File: src/rtl/i2cm_pkg.sv
// Package: shared constants and types of the I2C master register front end.
// Assumes byte-wide registers and a 5-bit status code placed in bits [7:3].
package i2cm_pkg;

    // Status codes (value held in status bits [7:3])
    localparam logic [4:0] ST_START   = 5'd1;
    localparam logic [4:0] ST_RSTART  = 5'd2;
    localparam logic [4:0] ST_AW_ACK  = 5'd3;
    localparam logic [4:0] ST_AW_NACK = 5'd4;
    localparam logic [4:0] ST_TX_ACK  = 5'd5;
    localparam logic [4:0] ST_TX_NACK = 5'd6;
    localparam logic [4:0] ST_AR_ACK  = 5'd8;
    localparam logic [4:0] ST_RX_ACK  = 5'd10;
    localparam logic [4:0] ST_RX_NACK = 5'd11;
    localparam logic [4:0] ST_IDLE    = 5'd31;

    // Register offsets
    localparam logic [7:0] OFF_SADDR = 8'h00;
    localparam logic [7:0] OFF_XADDR = 8'h04;
    localparam logic [7:0] OFF_DATA  = 8'h08;
    localparam logic [7:0] OFF_CTRL  = 8'h0C;
    localparam logic [7:0] OFF_STAT  = 8'h10;
    localparam logic [7:0] OFF_CLK   = 8'h14;
    localparam logic [7:0] OFF_SRST  = 8'h18;
    localparam logic [7:0] OFF_FEAT  = 8'h1C;
    localparam logic [7:0] OFF_LINE  = 8'h20;

    // Write masks and reset values
    localparam logic [7:0] MSK_CTRL = 8'hFC;
    localparam logic [7:0] MSK_CLK  = 8'h7F;
    localparam logic [7:0] MSK_FEAT = 8'h03;
    localparam logic [7:0] MSK_LINE = 8'h3F;
    localparam logic [7:0] RST_LINE = 8'h3A;

    // Control bit positions
    localparam int CB_IE  = 7;
    localparam int CB_EN  = 6;
    localparam int CB_STA = 5;
    localparam int CB_STP = 4;
    localparam int CB_FLG = 3;
    localparam int CB_AAK = 2;

    typedef enum logic [1:0] {
        BOP_START = 2'd0,
        BOP_SEND  = 2'd1,
        BOP_RECV  = 2'd2,
        BOP_STOP  = 2'd3
    } bus_op_e;

    typedef enum logic [2:0] {
        PW_NONE,
        PW_ADDR,
        PW_SEND,
        PW_RECV,
        PW_STOP
    } pend_e;

endpackage

File: src/rtl/i2cm_bus_if.sv
// Module: issues one byte-level bus request at a time and tracks it.
// Assumes the bus side answers every request with exactly one done pulse;
// a done pulse seen while nothing is outstanding is ignored.
module i2cm_bus_if
    import i2cm_pkg::*;
(
    input  logic       clk,
    input  logic       rst_n,
    input  logic       issue_i,
    input  bus_op_e    op_i,
    input  logic [6:0] addr_i,
    input  logic       rnw_i,
    input  logic [7:0] wbyte_i,
    input  logic       bus_done_i,
    output logic       bus_req_o,
    output bus_op_e    bus_op_o,
    output logic [6:0] bus_addr_o,
    output logic       bus_rnw_o,
    output logic [7:0] bus_wdata_o,
    output logic       busy_o,
    output logic       done_o
);

    logic busy_q;

    // Launch the request strobe and hold its fields until the next request
    always_ff @(posedge clk) begin
        if (!rst_n) begin
            bus_req_o   <= 1'b0;
            bus_op_o    <= BOP_STOP;
            bus_addr_o  <= '0;
            bus_rnw_o   <= 1'b0;
            bus_wdata_o <= '0;
        end else begin
            bus_req_o <= issue_i;
            if (issue_i) begin
                bus_op_o    <= op_i;
                bus_addr_o  <= addr_i;
                bus_rnw_o   <= rnw_i;
                bus_wdata_o <= wbyte_i;
            end
        end
    end

    // Outstanding flag: set on issue, cleared on completion unless re-issued
    always_ff @(posedge clk) begin
        if (!rst_n)
            busy_q <= 1'b0;
        else if (issue_i)
            busy_q <= 1'b1;
        else if (bus_done_i)
            busy_q <= 1'b0;
    end

    assign busy_o = busy_q;
    assign done_o = bus_done_i & busy_q;

endmodule

File: src/rtl/i2cm_rdmux.sv
// Module: read-data selector for the register front end.
// Assumes the status code is presented unshifted; unknown offsets return 0.
module i2cm_rdmux
    import i2cm_pkg::*;
#(
    parameter int ADDR_W = 6
) (
    input  logic [ADDR_W-1:0] off_i,
    input  logic [7:0]        saddr_i,
    input  logic [7:0]        xaddr_i,
    input  logic [7:0]        data_i,
    input  logic [7:0]        ctrl_i,
    input  logic [4:0]        code_i,
    input  logic [7:0]        clk_i,
    input  logic              srst_i,
    input  logic [7:0]        feat_i,
    input  logic [7:0]        line_i,
    output logic [7:0]        value_o
);

    logic [7:0] off8;
    assign off8 = 8'(off_i);

    // Select the register image addressed by the offset
    always_comb begin
        case (off8)
            OFF_SADDR: value_o = saddr_i;
            OFF_XADDR: value_o = xaddr_i;
            OFF_DATA:  value_o = data_i;
            OFF_CTRL:  value_o = ctrl_i;
            OFF_STAT:  value_o = {code_i, 3'b000};
            OFF_CLK:   value_o = clk_i;
            OFF_SRST:  value_o = {7'd0, srst_i};
            OFF_FEAT:  value_o = feat_i;
            OFF_LINE:  value_o = line_i;
            default:   value_o = 8'h00;
        endcase
    end

endmodule

File: src/rtl/i2cm_ctrl.sv
// Module: register file and status-code sequencer of the I2C master.
// Assumes accesses arrive only while no bus request is outstanding, so an
// accepted access and a bus completion never fall in the same cycle.
module i2cm_ctrl
    import i2cm_pkg::*;
#(
    parameter int ADDR_W     = 6,
    parameter bit CLR_ON_ONE = 1'b0
) (
    input  logic              clk,
    input  logic              rst_n,
    input  logic              acc_i,
    input  logic              acc_wr_i,
    input  logic [ADDR_W-1:0] acc_off_i,
    input  logic [7:0]        acc_wbyte_i,
    input  logic [7:0]        rd_value_i,
    input  logic              bdone_i,
    input  logic              back_i,
    input  logic [7:0]        brdata_i,
    output logic              issue_o,
    output bus_op_e           iop_o,
    output logic [6:0]        iaddr_o,
    output logic              irnw_o,
    output logic [7:0]        iwbyte_o,
    output logic [7:0]        saddr_o,
    output logic [7:0]        xaddr_o,
    output logic [7:0]        data_o,
    output logic [7:0]        ctrl_o,
    output logic [4:0]        code_o,
    output logic [7:0]        clk_o,
    output logic              srst_o,
    output logic [7:0]        feat_o,
    output logic [7:0]        line_o,
    output logic              irq_o,
    output logic              rsp_valid_o,
    output logic [7:0]        rsp_data_o
);

    logic [7:0] saddr_q, xaddr_q, data_q, ctrl_q, clk_q, feat_q, line_q;
    logic [4:0] code_q;
    logic       srst_q;
    pend_e      pend_q;

    logic [7:0] saddr_d, xaddr_d, data_d, ctrl_d, clk_d, feat_d, line_d;
    logic [4:0] code_d;
    logic       srst_d;
    pend_e      pend_d;
    logic       rsp_v_d;
    logic [7:0] rsp_b_d;
    logic [7:0] off8;

    assign off8 = 8'(acc_off_i);

    // Flag raise rule: only when out of soft reset, enabled and not idle
    function automatic logic [7:0] raise_flag(input logic srst, input logic [7:0] c,
                                              input logic [4:0] code);
        logic [7:0] r;
        r = c;
        if (!srst && c[CB_EN] && (code != ST_IDLE))
            r[CB_FLG] = 1'b1;
        return r;
    endfunction

    // Receive status chosen by the auto-ack setting
    function automatic logic [4:0] rx_code(input logic aak);
        return aak ? ST_RX_ACK : ST_RX_NACK;
    endfunction

    // Next-state logic: register writes, read side effects, bus completions
    always_comb begin
        logic [7:0] c_v;
        logic [4:0] k_v;
        logic       rs_v;
        saddr_d  = saddr_q;
        xaddr_d  = xaddr_q;
        data_d   = data_q;
        ctrl_d   = ctrl_q;
        code_d   = code_q;
        clk_d    = clk_q;
        srst_d   = srst_q;
        feat_d   = feat_q;
        line_d   = line_q;
        pend_d   = pend_q;
        rsp_v_d  = 1'b0;
        rsp_b_d  = rsp_data_o;
        issue_o  = 1'b0;
        iop_o    = BOP_STOP;
        iaddr_o  = acc_wbyte_i[7:1];
        irnw_o   = acc_wbyte_i[0];
        iwbyte_o = acc_wbyte_i;
        c_v      = ctrl_q;
        k_v      = code_q;
        rs_v     = 1'b0;

        if (bdone_i) begin
            pend_d = PW_NONE;
            case (pend_q)
                PW_ADDR: begin
                    if (back_i) begin
                        code_d = data_q[0] ? ST_AR_ACK : ST_AW_ACK;
                        ctrl_d = raise_flag(srst_q, ctrl_q, code_d);
                    end else begin
                        code_d = ST_AW_NACK;
                    end
                end
                PW_SEND: begin
                    if (back_i) begin
                        code_d = ST_TX_ACK;
                        ctrl_d = raise_flag(srst_q, ctrl_q, code_d);
                    end else begin
                        code_d  = ST_TX_NACK;
                        issue_o = 1'b1;
                        iop_o   = BOP_STOP;
                        pend_d  = PW_STOP;
                    end
                end
                PW_RECV: begin
                    data_d  = brdata_i;
                    code_d  = rx_code(ctrl_q[CB_AAK]);
                    ctrl_d  = raise_flag(srst_q, ctrl_q, code_d);
                    rsp_v_d = 1'b1;
                    rsp_b_d = brdata_i;
                end
                default: ;
            endcase
        end else if (acc_i && acc_wr_i) begin
            case (off8)
                OFF_SADDR: saddr_d = acc_wbyte_i;
                OFF_XADDR: xaddr_d = acc_wbyte_i;
                OFF_CLK:   clk_d   = acc_wbyte_i & MSK_CLK;
                OFF_FEAT:  feat_d  = acc_wbyte_i & MSK_FEAT;
                OFF_LINE:  line_d  = acc_wbyte_i & MSK_LINE;
                OFF_DATA: begin
                    if (!srst_q && ctrl_q[CB_EN]) begin
                        data_d = acc_wbyte_i;
                        if ((code_q == ST_START) || (code_q == ST_RSTART)) begin
                            issue_o = 1'b1;
                            iop_o   = BOP_START;
                            pend_d  = PW_ADDR;
                        end else if ((code_q == ST_AW_ACK) || (code_q == ST_TX_ACK)) begin
                            issue_o = 1'b1;
                            iop_o   = BOP_SEND;
                            pend_d  = PW_SEND;
                        end
                    end
                end
                OFF_CTRL: begin
                    if (!srst_q) begin
                        c_v = acc_wbyte_i & MSK_CTRL;
                        if (CLR_ON_ONE)
                            c_v[CB_FLG] = acc_wbyte_i[CB_FLG] ? 1'b0 : ctrl_q[CB_FLG];
                        else
                            c_v[CB_FLG] = acc_wbyte_i[CB_FLG] ? ctrl_q[CB_FLG] : 1'b0;
                        if (c_v[CB_STA]) begin
                            k_v         = (code_q == ST_IDLE) ? ST_START : ST_RSTART;
                            c_v[CB_STA] = 1'b0;
                            rs_v        = 1'b1;
                        end
                        if (c_v[CB_STP]) begin
                            k_v         = ST_IDLE;
                            c_v[CB_STP] = 1'b0;
                            issue_o     = 1'b1;
                            iop_o       = BOP_STOP;
                            pend_d      = PW_STOP;
                        end
                        if (!c_v[CB_AAK] && (k_v == ST_RX_ACK))
                            k_v = ST_RX_NACK;
                        else if (c_v[CB_AAK] && (k_v == ST_RX_NACK))
                            k_v = ST_RX_ACK;
                        if (rs_v)
                            c_v = raise_flag(srst_q, c_v, k_v);
                        ctrl_d = c_v;
                        code_d = k_v;
                    end
                end
                OFF_SRST: begin
                    if (srst_q && !acc_wbyte_i[0]) begin
                        saddr_d = '0;
                        xaddr_d = '0;
                        data_d  = '0;
                        ctrl_d  = '0;
                        code_d  = ST_IDLE;
                        clk_d   = '0;
                        feat_d  = '0;
                        line_d  = RST_LINE;
                        if (code_q != ST_IDLE) begin
                            issue_o = 1'b1;
                            iop_o   = BOP_STOP;
                            pend_d  = PW_STOP;
                        end
                    end
                    srst_d = acc_wbyte_i[0];
                end
                default: ;
            endcase
        end else if (acc_i) begin
            if ((off8 == OFF_DATA) &&
                ((code_q == ST_AR_ACK) || (code_q == ST_RX_ACK) || (code_q == ST_RX_NACK))) begin
                issue_o = 1'b1;
                iop_o   = BOP_RECV;
                pend_d  = PW_RECV;
            end else begin
                rsp_v_d = 1'b1;
                rsp_b_d = rd_value_i;
                if ((off8 == OFF_STAT) && (code_q == ST_AR_ACK)) begin
                    code_d = rx_code(ctrl_q[CB_AAK]);
                    ctrl_d = raise_flag(srst_q, ctrl_q, code_d);
                end
            end
        end
    end

    // State registers with their reset values
    always_ff @(posedge clk) begin
        if (!rst_n) begin
            saddr_q     <= '0;
            xaddr_q     <= '0;
            data_q      <= '0;
            ctrl_q      <= '0;
            code_q      <= ST_IDLE;
            clk_q       <= '0;
            srst_q      <= 1'b0;
            feat_q      <= '0;
            line_q      <= RST_LINE;
            pend_q      <= PW_NONE;
            rsp_valid_o <= 1'b0;
            rsp_data_o  <= '0;
        end else begin
            saddr_q     <= saddr_d;
            xaddr_q     <= xaddr_d;
            data_q      <= data_d;
            ctrl_q      <= ctrl_d;
            code_q      <= code_d;
            clk_q       <= clk_d;
            srst_q      <= srst_d;
            feat_q      <= feat_d;
            line_q      <= line_d;
            pend_q      <= pend_d;
            rsp_valid_o <= rsp_v_d;
            rsp_data_o  <= rsp_b_d;
        end
    end

    assign saddr_o = saddr_q;
    assign xaddr_o = xaddr_q;
    assign data_o  = data_q;
    assign ctrl_o  = ctrl_q;
    assign code_o  = code_q;
    assign clk_o   = clk_q;
    assign srst_o  = srst_q;
    assign feat_o  = feat_q;
    assign line_o  = line_q;
    assign irq_o   = ctrl_q[CB_IE] & ctrl_q[CB_FLG] & ~srst_q;

endmodule

File: src/rtl/i2cm_regfront.sv
// Module: top of the register-mapped I2C master sequencer.
// Assumes a host that raises host_req_i for one cycle while host_ready_o is
// high, and a bus side that completes each request with one done pulse.
module i2cm_regfront #(
    parameter int ADDR_W     = 6,
    parameter bit CLR_ON_ONE = 1'b0
) (
    input  logic              clk,
    input  logic              rst_n,
    input  logic              host_req_i,
    input  logic              host_wr_i,
    input  logic [ADDR_W-1:0] host_off_i,
    input  logic [7:0]        host_wdata_i,
    output logic              host_ready_o,
    output logic              rsp_valid_o,
    output logic [7:0]        rsp_data_o,
    output logic              irq_o,
    output logic              bus_req_o,
    output logic [1:0]        bus_op_o,
    output logic [6:0]        bus_addr_o,
    output logic              bus_rnw_o,
    output logic [7:0]        bus_wdata_o,
    input  logic              bus_done_i,
    input  logic              bus_ack_i,
    input  logic [7:0]        bus_rdata_i
);
    import i2cm_pkg::*;

    logic       busy_w, done_w, acc_w, issue_w, irnw_w, srst_w;
    bus_op_e    iop_w, bop_w;
    logic [6:0] iaddr_w;
    logic [7:0] iwbyte_w, rdval_w;
    logic [7:0] saddr_w, xaddr_w, data_w, cntr_w, clk_w, feat_w, line_w;
    logic [4:0] stat_code;

    assign host_ready_o = ~busy_w;
    assign acc_w        = host_req_i & ~busy_w;
    assign bus_op_o     = bop_w;

    i2cm_ctrl #(
        .ADDR_W     (ADDR_W),
        .CLR_ON_ONE (CLR_ON_ONE)
    ) u_ctrl (
        .clk         (clk),
        .rst_n       (rst_n),
        .acc_i       (acc_w),
        .acc_wr_i    (host_wr_i),
        .acc_off_i   (host_off_i),
        .acc_wbyte_i (host_wdata_i),
        .rd_value_i  (rdval_w),
        .bdone_i     (done_w),
        .back_i      (bus_ack_i),
        .brdata_i    (bus_rdata_i),
        .issue_o     (issue_w),
        .iop_o       (iop_w),
        .iaddr_o     (iaddr_w),
        .irnw_o      (irnw_w),
        .iwbyte_o    (iwbyte_w),
        .saddr_o     (saddr_w),
        .xaddr_o     (xaddr_w),
        .data_o      (data_w),
        .ctrl_o      (cntr_w),
        .code_o      (stat_code),
        .clk_o       (clk_w),
        .srst_o      (srst_w),
        .feat_o      (feat_w),
        .line_o      (line_w),
        .irq_o       (irq_o),
        .rsp_valid_o (rsp_valid_o),
        .rsp_data_o  (rsp_data_o)
    );

    i2cm_rdmux #(
        .ADDR_W (ADDR_W)
    ) u_rdmux (
        .off_i   (host_off_i),
        .saddr_i (saddr_w),
        .xaddr_i (xaddr_w),
        .data_i  (data_w),
        .ctrl_i  (cntr_w),
        .code_i  (stat_code),
        .clk_i   (clk_w),
        .srst_i  (srst_w),
        .feat_i  (feat_w),
        .line_i  (line_w),
        .value_o (rdval_w)
    );

    i2cm_bus_if u_bus (
        .clk         (clk),
        .rst_n       (rst_n),
        .issue_i     (issue_w),
        .op_i        (iop_w),
        .addr_i      (iaddr_w),
        .rnw_i       (irnw_w),
        .wbyte_i     (iwbyte_w),
        .bus_done_i  (bus_done_i),
        .bus_req_o   (bus_req_o),
        .bus_op_o    (bop_w),
        .bus_addr_o  (bus_addr_o),
        .bus_rnw_o   (bus_rnw_o),
        .bus_wdata_o (bus_wdata_o),
        .busy_o      (busy_w),
        .done_o      (done_w)
    );

endmodule

File: config.mk
export PLATFORM = sky130hd
export DESIGN_NAME = i2cm_regfront
export DESIGN_NICKNAME = d
export VERILOG_FILES = /design/src/rtl/i2cm_pkg.sv /design/src/rtl/i2cm_bus_if.sv /design/src/rtl/i2cm_rdmux.sv /design/src/rtl/i2cm_ctrl.sv /design/src/rtl/i2cm_regfront.sv
export SDC_FILE = /design/constraint.sdc
export NUM_CORES = 1
export LEC_CHECK = 0
export ABC_AREA = 0
export BUFFER_PORTS_ARGS = -buffer_cell sky130_fd_sc_hd__buf_2
export CAP_MARGIN = 10
export CORE_UTILIZATION = 40
export DETAILED_ROUTE_END_ITERATION = 16
export GPL_ROUTABILITY_DRIVEN = 0
export GPL_TIMING_DRIVEN = 0
export PLACE_DENSITY = 0.56
export SYNTH_ARGS = -nofsm -noshare
export SYNTH_HDL_FRONTEND = slang
export SYNTH_SLANG_ARGS = --single-unit
export TNS_END_PERCENT = 10
File: constraint.sdc
create_clock -name clk -period 5.3 [get_ports clk]
set_input_delay 0.53 -clock clk [delete_from_list [all_inputs] [get_ports clk]]
set_output_delay 0.53 -clock clk [all_outputs]
set_load 0.05 [all_outputs]
-- Word-level counts from Yosys, hierarchy flattened
Cells that the tools add are included.
- logic and storage cells: 225
- output and inout port bits: 30
- register bits: 94
- bits of input ports: 28
- reduce and logical (&&, ||, !) cells: 44
- muxes and demuxes: 109
- eq/ne operators: 46
- bitwise logic cells: 7
- operators by type and width (operator ; count):
    $mux 8 ; 15
    $pmux 8 s2 ; 7
    $mux 5 ; 20
    $pmux 8 s9 ; 1
    $mux 3 ; 13
    $mux 1 ; 34
    $eq 5x4->1 const B ; 5
    $ne 5x5->1 const B ; 5
    $eq 6x5->1 const B ; 4
    $pmux 8 s3 ; 1
    $reduce_and 4->1 ; 6
    $mux 4 ; 5
    $ne 4x4->1 const B ; 5
    $mux 2 ; 9
    $reduce_bool 2->1 ; 9
    $ne 3x2->1 const B ; 5
    $pmux 5 s3 ; 1
    $eq 6x4->1 const B ; 2
    $reduce_bool 3->1 ; 4
    $logic_and 1x1->1 ; 11
    $reduce_and 11->1 ; 1
    $eq 5x2->1 const B ; 2
    $pmux 5 s2 ; 1
    $reduce_and 5->1 ; 2
    23 further kinds ; 38

-- Depth between registers and ports, before layout
Gate-level depths: netlist of run 1.
- depth after elaboration: 24
- mapped depth: 8
- depth with buffers taken out: 6

-- By module
From an unflattened synthesis of run 1, not the netlist that was laid out.
- cell total of the unflattened synthesis: 548
- area, all modules: 4759.6 µm²
- by module, submodules not included (module ; area an instance (µm²) ; cells an instance ; instances):
    i2cm_ctrl ; 3413.3 ; 409 ; 1
    i2cm_bus_if ; 744.5 ; 64 ; 1
    i2cm_rdmux ; 591.8 ; 73 ; 1
    i2cm_regfront ; 10.0 ; 2 ; 1

-- Least setup slack after synthesis of run 1
Ideal clock, no wire load.
- path type: input to register
- from: input port host_off_i[5]
- to: register u_ctrl.ctrl_q[3] (netlist: u_ctrl.ctrl_o[3])
- path buffers: 0
- stages: 6
- slack: 2.889 ns
- setup time: 0.116 ns
- data arrival time: 2.295 ns
- path through: or4b_4 > nor3_4 > a31o_4 > nand4_4 > or4_1 > o211a_1
- longest elaborated chain between the ends: 4
- elaborated cells between the ends (all ways): 15
- classes of those cells: eq/ne (8); mux (3); reduce/logical (4)
- ends and longest elaborated chain (element ; RTL line ; text):
    start: declaration ; i2cm_regfront.sv:12 ; input logic [ADDR_W-1:0] host_off_i,
    $eq 6x4->1 (tied with other cells) ; i2cm_ctrl.sv:197 ; if ((off8 == OFF_DATA) &&
    $logic_and 1x1->1 (tied with other cells) ; i2cm_ctrl.sv:197 ;
    $ne 3x2->1 (no source line) (tied with other cells) ; - ;
    $reduce_and 11->1 (no source line) or $mux 8 (tied branches) ; - ;
    end signal: assignment ; i2cm_ctrl.sv:232 ; ctrl_q <= ctrl_d;
    end: declaration ; i2cm_ctrl.sv:39 ; logic [7:0] saddr_q, xaddr_q, data_q, ctrl_q, clk_q, feat_q, line_q;
Several ways; a longest one is shown, not always the timed one.
A chain may end at the register's enable or synchronous reset.

-- Final worst setup path of run 1
- from: input port host_off_i[4]
- to: register u_ctrl.xaddr_q[5] (netlist: u_ctrl.xaddr_o[5])
- longest elaborated chain between the ends: 3
- elaborated cells between the ends (all ways): 6
- classes of those cells: eq/ne (3); mux (1); reduce/logical (2)
- ends and longest elaborated chain (element ; RTL line ; text):
    $eq 6x5->1 or $eq 6x3->1 (tied branches) ; i2cm_ctrl.sv:127 ; case (off8)
    $ne 2x1->1 (no source line) or $reduce_bool 2->1 (tied branches) ; - ;
    $reduce_and 4->1 (no source line) ; - ;
    end signal: assignment ; i2cm_ctrl.sv:230 ; xaddr_q <= xaddr_d;
    end: declaration ; i2cm_ctrl.sv:39 ;
Several ways; a longest one is shown, not always the timed one.

==> impl_metrics.csv, run 1 <==
group,metric,value,unit
run_status,outcome,"finished, final reports clean",
drt,routed_wl,13.2,mm
clocking,hold_buffers,0,
drt,first_iter_violations,344,
die,ios,58,
global_routing,track_usage,26.7,%
power_and_ir_drop,p_switching,0.316,mW
die,core_area,0.00973,mm2
critical_path,reg2reg_depth,6,
clocking,numCtsBuffers,9,
power_and_ir_drop,internal_power,0.908,mW
critical_path,start_kind,"input pin",
critical_path,crit_fanout,10,
die,start_util,41.1,%
logic_synthesis,synthArstFlopShare,0,%
clocking,postCtsResizedCells,0,
sta,finalSetupTns,0,ps
worst_hold_path,hold_path.class,"in -> reg",
sta,setup_viol,0,
critical_path,worstReg2RegStart,"u_ctrl.code_o[4]",
clocking,worst_skew_pair.late_latency,350,ps
logic_synthesis,synth_cells,475,
power_and_ir_drop,power_density,261,mW/mm2
critical_path,path_class,"in -> reg",
critical_path,cp.arrival,3310,ps
logic_synthesis,synth_area,0.00400,mm2
die,die_area,0.0104,mm2
drt,wl_met2,6.19,mm
clocking,htreeDepth,3,
clocking,cts_root_buffer,"clkbuf_8",
critical_path,crit_path_end,"u_ctrl.xaddr_o[5]",
drt,via_per_inst,5.82,
power_and_ir_drop,combPwrFrac,9.8,%
critical_path,r2r_slack,2500,ps
power_and_ir_drop,power_frac_seq,45.8,%
sta,min_period,3060,ps
final_layout,final_common_cell,"dfxtp_1",
final_layout,area_growth,17.1,%
drt,dr_total_vias,3950,
logic_synthesis,synth_edf_count,0,
drt,top_layer,"met4",
clocking,post_cts_buffers,0,
final_layout,antenna-diode-count,0,
global_routing,grt_pass1_vias,3780,
placement,port_buffers,55,
logic_synthesis,ys.flop_type,"dfxtp_1",
global_routing,grt_max_degree,14,
critical_path,worstSetupEndpointType,"flip-flop",
power_and_ir_drop,p_clk_share,44.4,%
clocking,cts.sinks,73,
die,die_w,102,um
global_routing,antenna_found_initial,0,
drt,wl_met1,5.85,mm
sta,finalHoldViolCount,0,
clocking,cts_buffer_depth,2,
logic_synthesis,ys_types,62,
global_routing,grt_pass1_wl,20.8,mm
power_and_ir_drop,ir_drop,0.000194,V
sta,slew_violations,0,
logic_synthesis,synth_fp_nets,503,
sta,fmax,0.327,GHz
clocking,cts_tree,"done",
final_layout,drive_above_1_share,19.6,%
critical_path,r2r_end,"u_ctrl.rsp_data_o[2]",
flow_run,drv_cap,0,
critical_path,crit_path_start,"host_off_i[4]",
drt,postRouteAntennaNets,0,
final_layout,finalNetCount,569,
sta,finalClockSkew,10.3,ps
global_routing,grt_overflow,0,
sta,slew_headroom,16.6,%
power_and_ir_drop,switching_share,25.8,%
logic_synthesis,ys_ff_latch,73,
drt,dr_wl_met3,847,um
logic_synthesis,ys_seq_area_share,36.5,%
die,die_height,102,um
sta,rsz0062_at_grt,"false",
die,rows,36,
sta,worst_pin_slew,1250,ps
sta,finalCritPeriodShare,57.7,%
drt,detail_route.first_pass.iterations,5,
critical_path,worst_ep_required_time,5550,ps
logic_synthesis,yosysWarningCount,0,
clocking,clk_pin_slew_worst_paths,80,ps
sta,timing.hold.ws,458,ps
power_and_ir_drop,p_leak,1.95,nW
placement,hpwlAfterDp,9.75,mm
drt,route.detailed.wl_per_inst,19.5,um
final_layout,layout_common_cells,"73 x dfxtp_1, 61 x nand2_1, 58 x buf_2, 29 x mux2i_1, 28 x o21ai_0",
logic_synthesis,avgSynthCellArea,8.42,um2
drt,drc,0,
## synthesized netlist by cell type, types with 2 or more instances
master     n  share of area (%)
nor3_1    10                1.3
o21ai_0   28                3.5
and2_1    12                1.9
o211ai_1  10                1.9
nand4_1    5               0.78
nor4b_1    2               0.44
a21boi_0   5               0.94
and3_1     4               0.63
nor3_4     2               0.81
nand3_1   17                2.1
nor3_2     3               0.75
nor2_1    22                2.1
buf_6      2               0.56
buf_4     12                2.3
inv_1      8               0.75
a21oi_1   12                1.5
clkbuf_1  20                1.9
nand4b_1   2               0.44
a31oi_1   11                1.7
nor3b_1    2               0.38
nand2_1   61                5.7
nor4_1     9                1.4
mux2i_1   29                7.3
buf_2      3               0.38
o21ai_1    2               0.25
o31ai_1    3               0.56
nand3b_1   3               0.56
or4_1      2               0.38
a222oi_1   3               0.75
a22oi_1   19                3.6
a31o_2     7                1.5
nor2b_1   26                4.1
o211a_1   10                2.5
nand2b_1   8                1.3
dfxtp_1   73                 37
a21boi_1   2               0.38
## registers in the layout, summed over array words and instances (netlist names), 2 cells and up
name               count
u_ctrl.code_o          5
u_ctrl.data_o          8
u_ctrl.rsp_data_o      8
u_ctrl.feat_o          2
u_ctrl.pend_q          3
u_bus.bus_op_o         2
u_ctrl.saddr_o         8
u_ctrl.clk_o           7
u_ctrl.ctrl_o          4
u_ctrl.line_o          6
u_bus.bus_wdata_o      8
u_ctrl.xaddr_o         8
## final cells by class
cell class                 count  area [um2]
fill                         980        5050
multi-input combinational    354        2280
sequential                    73        1460
timing repair buffer          55         275
buffer                        40         230
tap                          133         166
clock buffer                  10         128
clock inverter                 6         115
inverter                       8        30.0
## how the worst min path moves through the flow
stage                                     from                    to  slack (ps)  cells past startpoint
after floorplan               u_ctrl.line_o[4]      u_ctrl.line_o[4]         440                      2
after global placement    u_bus.bus_wdata_o[4]  u_bus.bus_wdata_o[4]         460                      2
after detailed placement  u_bus.bus_wdata_o[2]  u_bus.bus_wdata_o[2]         470                      2
after CTS                                rst_n  u_ctrl.rsp_data_o[3]         450                      3
after global routing                     rst_n  u_ctrl.rsp_data_o[3]         450                      3
final                          host_wdata_i[7]  u_bus.bus_wdata_o[7]         460                      3
## kinds of logic (layout without fill, tap and decap cells)
group                  count (synthesis)  after routing  share of synthesized area, %
AND/OR/NAND/NOR                      195            195                          26.4
AO/OA/AOI/OAI                        129            129                          23.1
flip-flops                            73             73                          36.5
buffers and inverters                 48            119                          6.51
multiplexers                          29             29                          7.26
XOR/XNOR                               1              1                         0.219
## worst max-delay path: stages
cell,delay (ps)
buf_2,140
nor4_1,830
and3_1,260
clkbuf_1,530
o21ai_1,530
nand2_1,190
o21ai_0,90
and2_1,200
## power by group through the flow
stage	clock [mW]	sequential [mW]	combinational, mW
global placement	0	0.573	0.118
detailed placement	0	0.573	0.118
global route	0.575	0.561	0.130
finish	0.544	0.561	0.120
CTS	0.548	0.560	0.119
floorplan	0	0.585	0.0608
## metrics by stage
step	worst slack (ps)	total power, mW	util [%]	instances	area [um2]
detailed placement	2030	0.692	45.6	663	4440
global route	2000	1.27	48.1	679	4680
global placement	2030	0.691	45.6	663	4440
floorplan	2890	0.646	-	475	4000
finish	2240	1.22	48.1	679	4680
CTS	2380	1.23	48.1	679	4680
## routing by layer
metal	vias up	track usage, %
li1	1872	-
met1	1879	35.6
met3	33	4.86
met5	-	0
met2	166	43.8
met4	0	8.46
No activity file was read; power rests on OpenSTA's default activity.
==> run 2, diff against run 1 <==
ABC_AREA = 1   (was 0)
clock period = 3.2 ns   (was 5.3 ns; I/O delays follow)
==> run 2 against run 1 <==
  * Synthesized cell count is 23% higher
  * Synthesized area shrank 1.1%
  * Sequential power increased by 66%
  * Utilization up 1.1 points
  * Sequential cell count unchanged
  * First-iteration DRC count decreased by 7.3%
  * Clock-buffer cell count stayed put
  * Clock power is 66% higher
  * Combinational power grew 81%
  * Non-clock buffer count down 7
  * Critical path type is now reg -> reg
==> impl_metrics.csv, run 2 <==
group,metric,value,unit
run_status,outcome,"finished, final reports clean",
final_layout,drive_above_1_share,18.8,%
flow_run,drv_cap,0,
sta,finalHoldViolCount,0,
global_routing,antenna_found_initial,0,
critical_path,worstSetupEndpointType,"flip-flop",
critical_path,path_class,"reg -> reg",
sta,setup_viol,0,
critical_path,slowest_delay,470,ps
drt,routed_wl,13.5,mm
logic_synthesis,yosysTopAreaCell,"dfxtp_1",
clocking,cts_buffer_depth,2,
critical_path,crit_fanout,10,
critical_path,cpMostUsedCell,"nand2_1",
final_layout,design_area,0.00464,mm2
sta,min_period,2010,ps
drt,via_per_inst,5.42,
logic_synthesis,synthArstFlopShare,0,%
critical_path,start_kind,"flip-flop",
drt,route.detailed.wl_per_inst,17.1,um
logic_synthesis,ys_seq_area_share,36.9,%
clocking,worst_skew_pair.late_latency,350,ps
die,start_util,42.0,%
sta,timing.hold.ws,164,ps
clocking,htreeDepth,3,
clocking,postCtsResizedCells,0,
logic_synthesis,avgSynthCellArea,6.77,um2
logic_synthesis,yosys.cell_count.top_type,"nand2_1",
drt,first_iter_violations,319,
global_routing,grt_pass1_vias,3788,
die,die_area,0.0103,mm2
drt,drc,0,
logic_synthesis,synth_cells,584,
power_and_ir_drop,power_density,443,mW/mm2
final_layout,finalNetCount,679,
worst_hold_path,hold_path.class,"in -> reg",
critical_path,cp.arrival,2300,ps
drt,dr_total_vias,4254,
logic_synthesis,synthTopCellsByArea,"dfxtp_1 37%, nand2_1 11%, o21ai_0 8.3%, a21oi_1 7.3%, inv_1 6.2%",
sta,finalCritPeriodShare,63.0,%
clocking,cts.sinks,73,
logic_synthesis,synth_common_cells,"111 x nand2_1, 73 x dfxtp_1, 66 x o21ai_0",
sta,finalSetupTns,0,ps
critical_path,critPathSlowestCell,"clkbuf_1",
final_layout,antenna-diode-count,0,
global_routing,track_usage,27.6,%
logic_synthesis,yosysWarningCount,0,
power_and_ir_drop,ir_drop,0.000307,V
die,die_height,101,um
clocking,post_cts_buffers,0,
final_layout,final_common_cell,"nand2_1",
logic_synthesis,synth_edf_count,0,
power_and_ir_drop,p_leak,2.08,nW
clocking,clk_pin_slew_worst_paths,80,ps
clocking,cts_tree,"done",
sta,timing.final.ws_setup,1190,ps
final_layout,final_cells,785,
logic_synthesis,synth_area,0.00396,mm2
placement,place_area,0.00440,mm2
placement,dp.cells,769,
logic_synthesis,ys_ff_latch,73,
sta,rsz0062_at_grt,"false",
drt,postRouteAntennaNets,0,
final_layout,area_growth,17.2,%
sta,fmax,0.496,GHz
critical_path,worst_ep_required_time,3490,ps
die,ios,58,
placement,port_buffers,56,
die,rows,35,
drt,detail_route.first_pass.iterations,5,
logic_synthesis,ys.flop_type,"dfxtp_1",
global_routing,grt_overflow,0,
power_and_ir_drop,finalPower,2.06,mW
die,core_area,0.00942,mm2
global_routing,grt_max_degree,14,
placement,hpwlAfterDp,10.2,mm
critical_path,path_cells,"nand2_1 -> clkbuf_1 -> nand2_1 -> nor2_1 -> nand2_1 -> nand2_1 -> buf_2 -> o21ai_0 -> a31oi_1",
logic_synthesis,yosysTopAreaCellShare,36.9,%
sta,slew_violations,0,
logic_synthesis,ys_types,39,
global_routing,grt_pass1_wl,21.1,mm
die,die_w,101,um
sta,worst_pin_slew,774,ps
final_layout,final_util,49.3,%
logic_synthesis,synth_fp_nets,612,
final_layout,layout_common_cells,"111 x nand2_1, 73 x dfxtp_1, 66 x o21ai_0, 65 x inv_1, 62 x buf_2",
placement,dpl_worst_slack,1120,ps
clocking,hold_buffers,0,
clocking,numCtsBuffers,9,
sta,slew_headroom,48.4,%
clocking,cts_root_buffer,"clkbuf_8",
sta,finalClockSkew,12.2,ps
-- run 2: cell count changes in the layout (fill, tap and decap cells not counted), moves of 9 or more --
cell	delta
and2_1	-12
nand2_1	+50
o21ai_0	+38
nor2b_1	-26
o211a_1	-9
a21oi_1	+46
nor2_1	+35
inv_2	+9
a22oi_1	-14
mux2i_1	-29
inv_1	+57
-- run 2: layout make-up --
type / count / area [um2]
fillers: 1017 / 4780
clock buffers: 10 / 128
repair buffers: 56 / 280
inverters: 75 / 282
flip-flops and latches: 73 / 1460
well taps: 129 / 161
clock inverters: 6 / 113
multi-input cells: 404 / 2030
plain buffers: 32 / 180
-- run 2: where the power goes --
group          internal [mW]  switching, mW  total [mW]
sequential             0.924        0.00936       0.933
combinational         0.0591          0.158       0.217
clock                  0.523          0.382       0.905
-- run 2: worst paths after layout --
| path | startpoint | to | slack, ps | depth (start not counted) |
|---|---|---|---|---|
| worst max-delay path | u_bus.busy_o | u_ctrl.rsp_data_o[0] | 1190 | 9 |
| worst min-delay path | bus_done_i | u_bus.busy_o | 160 | 2 |
| worst max register to register | u_bus.busy_o | u_ctrl.rsp_data_o[0] | 1190 | 9 |
| worst min register to register | u_ctrl.xaddr_o[0] | u_ctrl.xaddr_o[0] | 460 | 2 |
-- run 2: critical path: cells and delay by family (launching register included) --
kind	cells	cell delay, ps
AOI/OAI and AO/OA	2	260
buffers and inverters	2	720
DFF	1	330
and+or+nand+nor	5	650
-- run 2: logic make-up (layout without fill, tap and decap cells) --
logic type      count (synthesis)  after routing  share of synthesized area, %
compound gates                174            174                          25.2
buf+inv                       107            179                          11.7
flops                          73             73                          36.9
simple gates                  230            230                          26.2
-- run 2: metal layers --
layer / share of wire (%) / track usage, % / vias up
li1: - / - / 2078
met1: 46 / 39.2 / 1966
met2: 44 / 44.0 / 195
met3: 8.2 / 4.62 / 15
met4: 1.2 / 6.13 / 0
met5: 0 / 0 / -
==> run 3, diff against run 2 <==
ABC_AREA = 0   (was 1)
PLACE_DENSITY = 0.58   (was 0.56)
clock period = 1.8 ns   (was 3.2 ns; I/O delays follow)
==> run 3 against run 2 <==
  * The run now ends with negative setup slack left
  * Design area up 10%
  * Maximum frequency is 8.6% higher
  * Final cell count shrank 11%
  * Combinational power grew 95%
  * Utilization increased by 3.4 points
  * Sequential share of layout area shrank 2.7 points
  * Non-clock buffer count up 28
  * Routed wire length is 3.2% higher
  * Clock-buffer cell count decreased by 1
  * Worst setup slack lost 1200 ps
  * Critical path type unchanged
  * Critical endpoint is now u_ctrl.ctrl_o[3]
==> impl_metrics.csv, run 3 (same netlist as run 1, synthesis figures left out) <==
group,metric,value,unit
final_layout,final_cells,700,
final_layout,antenna-diode-count,0,
critical_path,r2r_slack,-60,ps
placement,port_buffers,55,
die,die_w,102,um
run_status,outcome,"finished, violations left",
sta,slew_violations,0,
die,die_area,0.0104,mm2
run_status,failed_checks,"negative setup slack",
critical_path,critPathSlowestCell,"or4_1",
final_layout,multi_input_area,0.00249,mm2
power_and_ir_drop,finalPower,3.48,mW
flow_run,drv_cap,0,
global_routing,grt_pass1_wl,20.9,mm
sta,timing.final.ws_setup,-55.8,ps
die,die_height,102,um
drt,route.detailed.wl_per_inst,19.8,um
critical_path,worst_ep_required_time,2070,ps
critical_path,slowest_delay,470,ps
global_routing,grt_pass1_vias,3837,
critical_path,path_cells,"nand3b_1 -> buf_4 -> buf_6 -> a21oi_2 -> a21oi_1 -> or4_1 -> o211a_1",
drt,detail_route.first_pass.iterations,5,
clocking,numCtsBuffers,9,
clocking,worst_skew_pair.late_latency,360,ps
sta,fmax,0.539,GHz
placement,dpl_worst_slack,-933,ps
final_layout,nFillCells,965,
critical_path,reg2reg_depth,7,
drt,first_iter_violations,381,
clocking,cts_tree,"done",
critical_path,path_class,"reg -> reg",
global_routing,track_usage,27.3,%
power_and_ir_drop,p_leak,2.13,nW
final_layout,layout_common_cells,"67 x dfxtp_1, 59 x nand2_1, 54 x buf_2, 30 x buf_4, 29 x mux2i_1",
placement,dp.cells,663,
power_and_ir_drop,ir_drop,0.000500,V
clocking,cts_buffer_depth,2,
critical_path,r2r_end,"u_ctrl.ctrl_o[3]",
critical_path,crit_path_end,"u_ctrl.ctrl_o[3]",
critical_path,worstReg2RegStart,"u_bus.busy_o",
sta,min_period,1860,ps
drt,postRouteAntennaNets,0,
final_layout,seqCellArea,0.00148,mm2
sta,finalCritPeriodShare,103,%
die,core_area,0.00973,mm2
die,ios,58,
sta,rsz0062_at_grt,"true",
clocking,clk_pin_slew_worst_paths,90,ps
worst_hold_path,hold_start,"host_wdata_i[7]",
drt,dr_total_vias,4178,
critical_path,cp.arrival,2120,ps
power_and_ir_drop,power_density,679,mW/mm2
critical_path,start_kind,"flip-flop",
clocking,cts_root_buffer,"clkbuf_8",
sta,finalHoldViolCount,0,
clocking,cts.sinks,73,
drt,drc,0,
final_layout,area_growth,28.1,%
sta,slew_headroom,53.1,%
sta,setup_viol,11,
die,start_util,41.1,%
drt,routed_wl,13.9,mm
critical_path,crit_path_start,"u_bus.busy_o",
drt,via_per_inst,5.97,
global_routing,antenna_found_initial,0,
sta,worst_pin_slew,703,ps
clocking,htreeDepth,3,
critical_path,worstSetupEndpointType,"flip-flop",
global_routing,grt_max_degree,16,
die,rows,36,
placement,hpwlAfterDp,9.71,mm
critical_path,crit_fanout,6,
final_layout,finalNetCount,590,
global_routing,grt_overflow,0,
worst_hold_path,hold_path.class,"in -> reg",
final_layout,drive_above_1_share,29.6,%
sta,finalClockSkew,5.45,ps
final_layout,final_common_cell,"dfxtp_1",
-- run 3: through the flow --
stage	setup TNS (ps)	util, %	instance area (um2)	hold slack (ps)
finish	-222	52.6	5120	94.2
global route	-2460	52.6	5120	108
CTS	-1680	50.1	4880	88.3
detailed placement	-45220	45.7	4450	468
global placement	-46950	45.7	4450	454
floorplan	-3250	-	4010	319
-- run 3: layout make-up --
type / instances / area share [%]
Timing Repair Buffer: 77 / 9.41
Buffer: 39 / 5.30
Inverter: 8 / 0.586
Clock buffer: 9 / 2.42
Clock inverter: 7 / 1.66
Multi-Input combinational cell: 354 / 48.5
Sequential cell: 73 / 28.8
Tap cell: 133 / 3.25
-- run 3: how the worst min path moves through the flow --
stage                                 endpoint  slack [ps]  cells past startpoint
after floorplan           u_bus.bus_wdata_o[0]         320                      2
after global placement    u_bus.bus_wdata_o[4]         450                      2
after detailed placement  u_bus.bus_wdata_o[4]         470                      2
after CTS                 u_bus.bus_wdata_o[7]          90                      3
after global routing          u_ctrl.pend_q[1]         110                      3
final                     u_bus.bus_wdata_o[7]          90                      3
-- run 3: power breakdown --
part | leakage [nW] | internal (mW) | switching (mW)
registers | 0.590 | 1.63 | 0.0181
logic | 1.44 | 0.151 | 0.272
clock network | 0.100 | 0.669 | 0.734
-- run 3: worst max-delay path, delay by kind of cell (launching register included) --
family                 cells  cell delay (ps)
AND/OR/NAND/NOR            2              770
buffers and inverters      2              340
flip-flops                 1              370
AO/OA/AOI/OAI              3              280
-- run 3: timing repair --
action | in CTS | in global routing
setup buffers | 12 | 9
gates cloned | 0 | 1
gates resized for setup | 29 | 56
hold endpoints to repair | 0 | 0
hold buffers | 0 | 0
pin swaps | 8 | 10
endpoints found under the setup margin | 72 | 62
-- run 3: per-layer routing --
layer / GRT usage (%) / vias up / routed length, um
met3: 4.99 / 51 / 1060
met5: 0 / - / 0
met4: 13.3 / 0 / 495
met2: 43.5 / 207 / 6420
met1: 35.5 / 2008 / 5910
li1: - / 1912 / -
